**src/rtl/wdt_bank_pkg.sv**
```systemverilog
package wdt_bank_pkg;

   localparam int          DATA_W      = 32;
   localparam int          SLOT_LG     = 5;          // 0x20-byte slot per unit
   localparam int          PULSE_W     = 8;
   localparam logic [15:0] KICK_KEY    = 16'h4755;
   localparam logic [31:0] COUNT_INIT  = 32'h03EF1480;
   localparam logic [31:0] WIDTH_INIT  = 32'h000000FF;

   // word index inside a slot (byte offset / 4)
   typedef enum logic [2:0] {
      RI_COUNT  = 3'd0,
      RI_RELOAD = 3'd1,
      RI_KICK   = 3'd2,
      RI_CTRL   = 3'd3,
      RI_TSTAT  = 3'd4,
      RI_TCLR   = 3'd5,
      RI_WIDTH  = 3'd6,
      RI_MASK   = 3'd7
   } reg_idx_e;

endpackage

```
**src/rtl/wdt_addr_dec.sv**
```systemverilog
module wdt_addr_dec
   import wdt_bank_pkg::*;
#(
   parameter int ADDR_W    = 12,
   parameter int NUM_UNITS = 3
) (
   input  logic [ADDR_W-1:0]    addr,
   output reg_idx_e             reg_idx,
   output logic [1:0]           unit_idx,
   output logic [NUM_UNITS-1:0] unit_sel,
   output logic                 valid
);

   localparam int UFIELD_W = ADDR_W - SLOT_LG;

   logic [UFIELD_W-1:0] ufield;
   logic                aligned;

   assign ufield   = addr[ADDR_W-1:SLOT_LG];
   assign aligned  = (addr[1:0] == 2'b00);
   assign valid    = aligned && (ufield < UFIELD_W'(NUM_UNITS));
   assign reg_idx  = reg_idx_e'(addr[SLOT_LG-1:2]);
   assign unit_idx = ufield[1:0];

   for (genvar k = 0; k < NUM_UNITS; k++) begin : g_sel
      assign unit_sel[k] = valid && (ufield == UFIELD_W'(k));
   end

endmodule

```
**src/rtl/wdt_pulse.sv**
```systemverilog
module wdt_pulse #(
   parameter int LEN_W = 8
) (
   input  logic             clk,
   input  logic             rst_n,
   input  logic             fire,
   input  logic [LEN_W-1:0] len,
   output logic             active
);

   logic [LEN_W-1:0] remain_q;

   always_ff @(posedge clk) begin
      if (!rst_n) begin
         remain_q <= '0;
      end else if (fire) begin
         remain_q <= (len == '0) ? LEN_W'(1) : len;
      end else if (remain_q != '0) begin
         remain_q <= remain_q - LEN_W'(1);
      end
   end

   assign active = (remain_q != '0);

endmodule

```
**src/rtl/wdt_unit.sv**
```systemverilog
module wdt_unit
   import wdt_bank_pkg::*;
(
   input  logic              clk,
   input  logic              rst_n,
   input  logic              tick,
   input  logic              wr_en,
   input  reg_idx_e          reg_idx,
   input  logic [DATA_W-1:0] wdata,
   output logic [DATA_W-1:0] count_o,
   output logic [DATA_W-1:0] reload_o,
   output logic [DATA_W-1:0] ctrl_o,
   output logic [DATA_W-1:0] width_o,
   output logic              run_o,
   output logic              tmo_o,
   output logic              expire_o
);

   logic [DATA_W-1:0] count_q, reload_q, ctrl_q, width_q;
   logic              run_q, tmo_q;
   logic              kick, ctrl_wr, step;

   assign kick     = wr_en && (reg_idx == RI_KICK) && (wdata[15:0] == KICK_KEY);
   assign ctrl_wr  = wr_en && (reg_idx == RI_CTRL);
   assign step     = run_q && tick && !kick && !ctrl_wr;
   assign expire_o = step && (count_q <= DATA_W'(1));

   always_ff @(posedge clk) begin
      if (!rst_n) begin
         count_q <= COUNT_INIT;
         run_q   <= 1'b0;
         ctrl_q  <= '0;
      end else if (kick) begin
         count_q <= reload_q;
         if (ctrl_q[0]) run_q <= 1'b1;
      end else if (ctrl_wr) begin
         ctrl_q <= wdata;
         if (wdata[0] && !ctrl_q[0]) begin
            count_q <= reload_q;
            run_q   <= 1'b1;
         end else if (!wdata[0]) begin
            run_q   <= 1'b0;
         end
      end else if (step) begin
         if (expire_o) begin
            count_q <= '0;
            run_q   <= 1'b0;
         end else begin
            count_q <= count_q - DATA_W'(1);
         end
      end
   end

   always_ff @(posedge clk) begin
      if (!rst_n) begin
         reload_q <= COUNT_INIT;
         width_q  <= WIDTH_INIT;
         tmo_q    <= 1'b0;
      end else begin
         if (wr_en && reg_idx == RI_RELOAD) reload_q <= wdata;
         if (wr_en && reg_idx == RI_WIDTH)  width_q  <= wdata;
         if (expire_o)                          tmo_q <= 1'b1;
         else if (wr_en && reg_idx == RI_TCLR)  tmo_q <= 1'b0;
      end
   end

   assign count_o  = count_q;
   assign reload_o = reload_q;
   assign ctrl_o   = ctrl_q;
   assign width_o  = width_q;
   assign run_o    = run_q;
   assign tmo_o    = tmo_q;

endmodule

```
**src/rtl/wdt_bank.sv**
```systemverilog
module wdt_bank
   import wdt_bank_pkg::*;
#(
   parameter int ADDR_W    = 12,
   parameter int NUM_UNITS = 3
) (
   input  logic                 clk,
   input  logic                 rst_n,
   input  logic                 tick,
   input  logic [ADDR_W-1:0]    bus_addr,
   input  logic                 bus_wr,
   input  logic                 bus_rd,
   input  logic [31:0]          bus_wdata,
   output logic [31:0]          bus_rdata,
   output logic [NUM_UNITS-1:0] rst_req
);

   if (NUM_UNITS < 1 || NUM_UNITS > 3) begin : g_bad_units
      $error("wdt_bank: NUM_UNITS must be 1..3");
   end
   if (ADDR_W < SLOT_LG + 2) begin : g_bad_addr
      $error("wdt_bank: ADDR_W too small for the slot window");
   end

   reg_idx_e                              reg_idx;
   logic [1:0]                            unit_idx;
   logic [NUM_UNITS-1:0]                  unit_sel;
   logic                                  acc_ok;

   logic [NUM_UNITS-1:0][DATA_W-1:0]      cnt_all, rel_all, ctl_all, wid_all;
   logic [NUM_UNITS-1:0]                  run_all, tmo_all, exp_all;

   wdt_addr_dec #(.ADDR_W(ADDR_W), .NUM_UNITS(NUM_UNITS)) u_dec (
      .addr     (bus_addr),
      .reg_idx  (reg_idx),
      .unit_idx (unit_idx),
      .unit_sel (unit_sel),
      .valid    (acc_ok)
   );

   for (genvar k = 0; k < NUM_UNITS; k++) begin : g_unit
      wdt_unit u_unit (
         .clk      (clk),
         .rst_n    (rst_n),
         .tick     (tick),
         .wr_en    (bus_wr && unit_sel[k]),
         .reg_idx  (reg_idx),
         .wdata    (bus_wdata),
         .count_o  (cnt_all[k]),
         .reload_o (rel_all[k]),
         .ctrl_o   (ctl_all[k]),
         .width_o  (wid_all[k]),
         .run_o    (run_all[k]),
         .tmo_o    (tmo_all[k]),
         .expire_o (exp_all[k])
      );

      wdt_pulse #(.LEN_W(PULSE_W)) u_pulse (
         .clk    (clk),
         .rst_n  (rst_n),
         .fire   (exp_all[k]),
         .len    (wid_all[k][PULSE_W-1:0]),
         .active (rst_req[k])
      );
   end

   logic [DATA_W-1:0] rd_word;

   always_comb begin
      rd_word = '0;
      for (int k = 0; k < NUM_UNITS; k++) begin
         if (acc_ok && unit_idx == 2'(k)) begin
            unique case (reg_idx)
               RI_COUNT:  rd_word = cnt_all[k];
               RI_RELOAD: rd_word = rel_all[k];
               RI_CTRL:   rd_word = ctl_all[k];
               RI_TSTAT:  rd_word = {{(DATA_W-1){1'b0}}, tmo_all[k]};
               RI_WIDTH:  rd_word = wid_all[k];
               default:   rd_word = '0;
            endcase
         end
      end
   end

   always_ff @(posedge clk) begin
      if (!rst_n)       bus_rdata <= '0;
      else if (bus_rd)  bus_rdata <= rd_word;
      else              bus_rdata <= '0;
   end

endmodule

```
**config.mk**
```make
export PLATFORM = sky130hd
export DESIGN_NAME = wdt_bank
export DESIGN_NICKNAME = d
export VERILOG_FILES = /design/src/rtl/wdt_bank_pkg.sv /design/src/rtl/wdt_addr_dec.sv /design/src/rtl/wdt_pulse.sv /design/src/rtl/wdt_unit.sv /design/src/rtl/wdt_bank.sv
export SDC_FILE = /design/constraint.sdc
export NUM_CORES = 1
export LEC_CHECK = 0
export BUFFER_PORTS_ARGS = -buffer_cell sky130_fd_sc_hd__buf_4
export CAP_MARGIN = 15
export CORE_MARGIN = 2
export CORE_UTILIZATION = 30
export CTS_BUF_LIST = sky130_fd_sc_hd__clkbuf_8
export DETAILED_ROUTE_END_ITERATION = 7
export PLACE_DENSITY = 0.54
export SYNTH_ARGS = -nofsm -noshare
export SYNTH_HDL_FRONTEND = slang
export SYNTH_SLANG_ARGS = --single-unit
```
**constraint.sdc**
```tcl
create_clock -name clk -period 5.8 [get_ports clk]
set_input_delay 0.87 -clock clk [delete_from_list [all_inputs] [get_ports clk]]
set_output_delay 0.87 -clock clk [all_outputs]
set_load 0.005 [all_outputs]
```
==> summary.md <==
| Metric | Value |
|---|---|
| Result of the run | completed |
| Wire length of the first global-routing pass | 137000 um |
| Flip-flop and latch count after synthesis | 446 |
| Remaining global-route overflow | 0 |
| Clock tree from TritonCTS | yes |
| Number of antenna violations at the first check in global routing | 2 |
| Type of element capturing the critical path | register |
| CTS max path bufs | 3 |
| Count of inserted antenna diode cells | 0 |
| Cell with the biggest individual delay on the critical path | sky130_fd_sc_hd__nand2_1 |
| Area of the mapped netlist | 22000 sq um |
| Clock-pin slew reported for the worst setup and hold paths after clock tree synthesis | 0.06 ns |
| Post-CTS setup buffers | 0 |
| Worst supply voltage drop on vdd | 177 uV |
| Count of non-filler cells in the finished layout | 3835 |
| Count of synthesis-stage warnings from yosys | 0 |
| DR vias/cell | 5.78 |
| Clock period minus worst slack | 3.71 ns |
| Buffer type at the clock tree root | sky130_fd_sc_hd__clkbuf_8 |
| First DRT Iteration DRCs | 2669 |
| Category of the critical setup timing path | primary input to register |
| Floorplan Core Area | 72700 sq um |
| DP Cell Count | 3692 |
| Clock skew after layout | 0.0322 ns |
| Worst setup slack after placement | 1.41 ns |
| Total leakage power | 8.83 nW |
| Number of buffers created by CTS | 79 |
| WP data arrival | 4.30 ns |
| Highest achievable clock rate | 269 MHz |
| Ports placed on the boundary | 84 |
| Most frequent standard cell in the layout excluding fill and tap cells | sky130_fd_sc_hd__nand2_1 |
| TritonCTS Sinks | 446 |
| Most used flip-flop cell after synthesis | sky130_fd_sc_hd__dfxtp_1 |
| Crit Path Max Fanout | 52 |
| Worst-case setup margin in the final layout | 2.09 ns |
| Quantity of I/O buffers inserted on ports | 83 |
| Antenna violation net count after detailed routing | 0 |
| Largest net degree at the start of global routing | 125 |
| Critical path, cell by cell | buf_4 > and3b_1 > nand4_1 > buf_4 > a32oi_1 > nand2_1 > nand2_1 > o221ai_1 |
| Number of instances in the synthesized netlist | 2856 |
| Final hold vios | 0 |
| Synthesized area per cell | 7.69 sq um |
| Number of DRC violations after detailed routing | 0 |
| Total via count after detailed routing | 22163 |
| Number of slew-limit violations in the final report | 0 |
| Final design utilization | 0.344 |
| Post-synth EDFFs | 0 |
| Syn-to-layout area delta | 13.8% |
| Net count of the mapped netlist | 2914 |
| Floorplan die area | 75400 sq um |
| Detailed-routing iteration count for the pre-antenna-repair pass | 6 |
| Cell Rows | 99 |
| Nature of the critical path startpoint | primary input |
| Hold-fix buffer count after cts | 0 |
| Tightest Pin Transition | 1.07 ns |
| Max_cap viols | 0 |
| Wire length per cell after detailed routing | 23.8 um |
| Number of global-route vias before repair | 20411 |
| Total Nets Final | 2872 |
| Fraction of layout instances using a drive strength above 1 | 0.122 |
| Relative slew slack | 0.284 |
| Final weighted congestion in routability-driven placement | 0.917 |
| Clock insertion delay at the later pin of the skew report | 0.69 ns |
| Die Y-Extent | 275 um |
| Setup repair after global routing missed its margin | false |
| Count of different cell masters after synthesis | 79 |
| Fin Setup TNS | 0 ns |
| Post-synthesis sequential area ratio | 0.407 |
| Commonest non-fill, non-tap cells in the layout | 669 x sky130_fd_sc_hd__nand2_1, 446 x sky130_fd_sc_hd__dfxtp_1, 322 x sky130_fd_sc_hd__a21oi_1, 145 x sky130_fd_sc_hd__buf_4, 126 x sky130_fd_sc_hd__o21ai_0 |
| Sum of net half-perimeters after detailed placement | 60700 um |
| Hold crit path type | register to register |
| Fin crit share | 0.640 |
| Chip Width | 275 um |
| WL final | 91100 um |
| Initial Utilization | 0.302 |
| CP Data Required Time | 6.39 ns |
| Share of synthesized registers carrying an async set or reset | 0 |
| Power density over the cells | 286 nW/um^2 |
| Maximum cell stage delay along the critical path | 0.70 ns |
| H-tree lvl count | 3 |
| CTS resizes | 0 |
| Setup-violating endpoint count in the final report | 0 |
| Total routing usage reported by global routing | 0.237 |
-- final timing paths --
kind	cells after the start	to	start	slack [ns]
max	8	g_unit[2].u_unit.count_o[2]	bus_addr[4]	2.09
max reg2reg	7	g_unit[1].u_unit.count_o[7]	g_unit[1].u_unit.count_o[9]	2.24
min	2	g_unit[1].u_unit.ctrl_o[19]	g_unit[1].u_unit.ctrl_o[19]	0.45
min reg2reg	2	g_unit[1].u_unit.ctrl_o[19]	g_unit[1].u_unit.ctrl_o[19]	0.45
-- layer usage --
metal	routed length, um	GRT usage	part of all wire	vias up
li1	-	-	-	10183
met1	41000	0.343	0.45	10728
met2	39300	0.353	0.43	1062
met3	7730	0.0426	0.085	188
met4	3150	0.0817	0.035	2
met5	12	0	0.00013	-
-- synth_stat cells (6+ instances only) --
| cell | number | area [sq um] |
|---|---|---|
| sky130_fd_sc_hd__nor2_1 | 130 | 488 |
| sky130_fd_sc_hd__nor3b_1 | 6 | 45.0 |
| sky130_fd_sc_hd__a21oi_1 | 322 | 1610 |
| sky130_fd_sc_hd__nor3_1 | 76 | 380 |
| sky130_fd_sc_hd__a211o_1 | 6 | 52.6 |
| sky130_fd_sc_hd__mux2i_1 | 62 | 621 |
| sky130_fd_sc_hd__dfxtp_1 | 446 | 8930 |
| sky130_fd_sc_hd__ha_1 | 9 | 113 |
| sky130_fd_sc_hd__or3_1 | 28 | 175 |
| sky130_fd_sc_hd__xnor2_1 | 16 | 140 |
| sky130_fd_sc_hd__and4_1 | 23 | 201 |
| sky130_fd_sc_hd__and3_1 | 12 | 75.1 |
| sky130_fd_sc_hd__nor4_1 | 41 | 257 |
| sky130_fd_sc_hd__a22oi_1 | 73 | 548 |
| sky130_fd_sc_hd__a221oi_1 | 58 | 508 |
| sky130_fd_sc_hd__a31oi_1 | 10 | 62.6 |
| sky130_fd_sc_hd__clkbuf_1 | 233 | 875 |
| sky130_fd_sc_hd__o22ai_1 | 32 | 200 |
| sky130_fd_sc_hd__nand4_1 | 9 | 56.3 |
| sky130_fd_sc_hd__a221o_1 | 7 | 70.1 |
| sky130_fd_sc_hd__nand2b_1 | 17 | 106 |
| sky130_fd_sc_hd__or2_2 | 6 | 37.5 |
| sky130_fd_sc_hd__a32oi_1 | 12 | 105 |
| sky130_fd_sc_hd__a31o_2 | 7 | 61.3 |
| sky130_fd_sc_hd__mux2_2 | 41 | 462 |
| sky130_fd_sc_hd__nand3_1 | 84 | 420 |
| sky130_fd_sc_hd__a211oi_1 | 26 | 195 |
| sky130_fd_sc_hd__or4_1 | 19 | 143 |
| sky130_fd_sc_hd__buf_1 | 23 | 86.3 |
| sky130_fd_sc_hd__nor2b_1 | 7 | 43.8 |
| sky130_fd_sc_hd__nand2_1 | 671 | 2520 |
| sky130_fd_sc_hd__o221ai_1 | 26 | 228 |
| sky130_fd_sc_hd__a22o_1 | 27 | 236 |
| sky130_fd_sc_hd__o211ai_1 | 15 | 113 |
| sky130_fd_sc_hd__a32o_1 | 7 | 70.1 |
| sky130_fd_sc_hd__xor2_1 | 15 | 131 |
| sky130_fd_sc_hd__o21ai_0 | 126 | 631 |
| sky130_fd_sc_hd__inv_1 | 29 | 109 |
| sky130_fd_sc_hd__nor4b_1 | 11 | 96.3 |
-- flip-flops by register name, summed over array words and instances, names as in the netlist --
name and flops:
g_unit.u_unit.count_o 96, g_unit.u_unit.ctrl_o 96, g_unit.u_unit.reload_o 96, g_unit.u_unit.width_o 96
bus_rdata 32, g_unit.u_pulse.remain_q 24, g_unit.u_unit.run_o 3, g_unit.u_unit.tmo_o 3
-- through the flow --
step / power [mW] / hold WS (ns) / instance area [sq um]
final: 7.15 / 0.450 / 25000
after global routing: 7.42 / 0.466 / 25000
after CTS: 7.19 / 0.450 / 25000
after detailed placement: 4.05 / 0.443 / 23300
after global placement: 4.05 / 0.437 / 23300
after floorplan: 3.80 / 0.428 / 22000
-- layout make-up --
class                           count  area, sq um
Clock buffer                      105         1450
Clock inverter                     38          253
Fill cell                        7658        47700
Inverter                           30          120
Multi-Input combinational cell   2112        12000
Sequential cell                   446         8930
Tap cell                          959         1200
Timing Repair Buffer              145         1090
-- power breakdown --
part           switching [mW]  internal, mW
Clock                    1.41          1.75
Sequential             0.0443          3.12
Combinational           0.511         0.312
Total                    1.97          5.19
-- critical path: cells and delay by family --
kind,cells,cell delay [ns]
buffers and inverters,2,0.91
AO/OA/AOI/OAI,2,0.53
AND/OR/NAND/NOR,4,1.86
-- kinds of logic (layout without fill, tap and decap cells) --
group / after synthesis / after routing / share of synthesized area
mux: 103 / 103 / 0.0493
compound gates: 799 / 799 / 0.231
simple gates: 1170 / 1170 / 0.242
buf+inv: 298 / 318 / 0.0531
flops: 446 / 446 / 0.407
xor+xnor: 31 / 31 / 0.0124
fa+ha+maj: 9 / 9 / 0.00513
(Power assumes the default switching activity.)
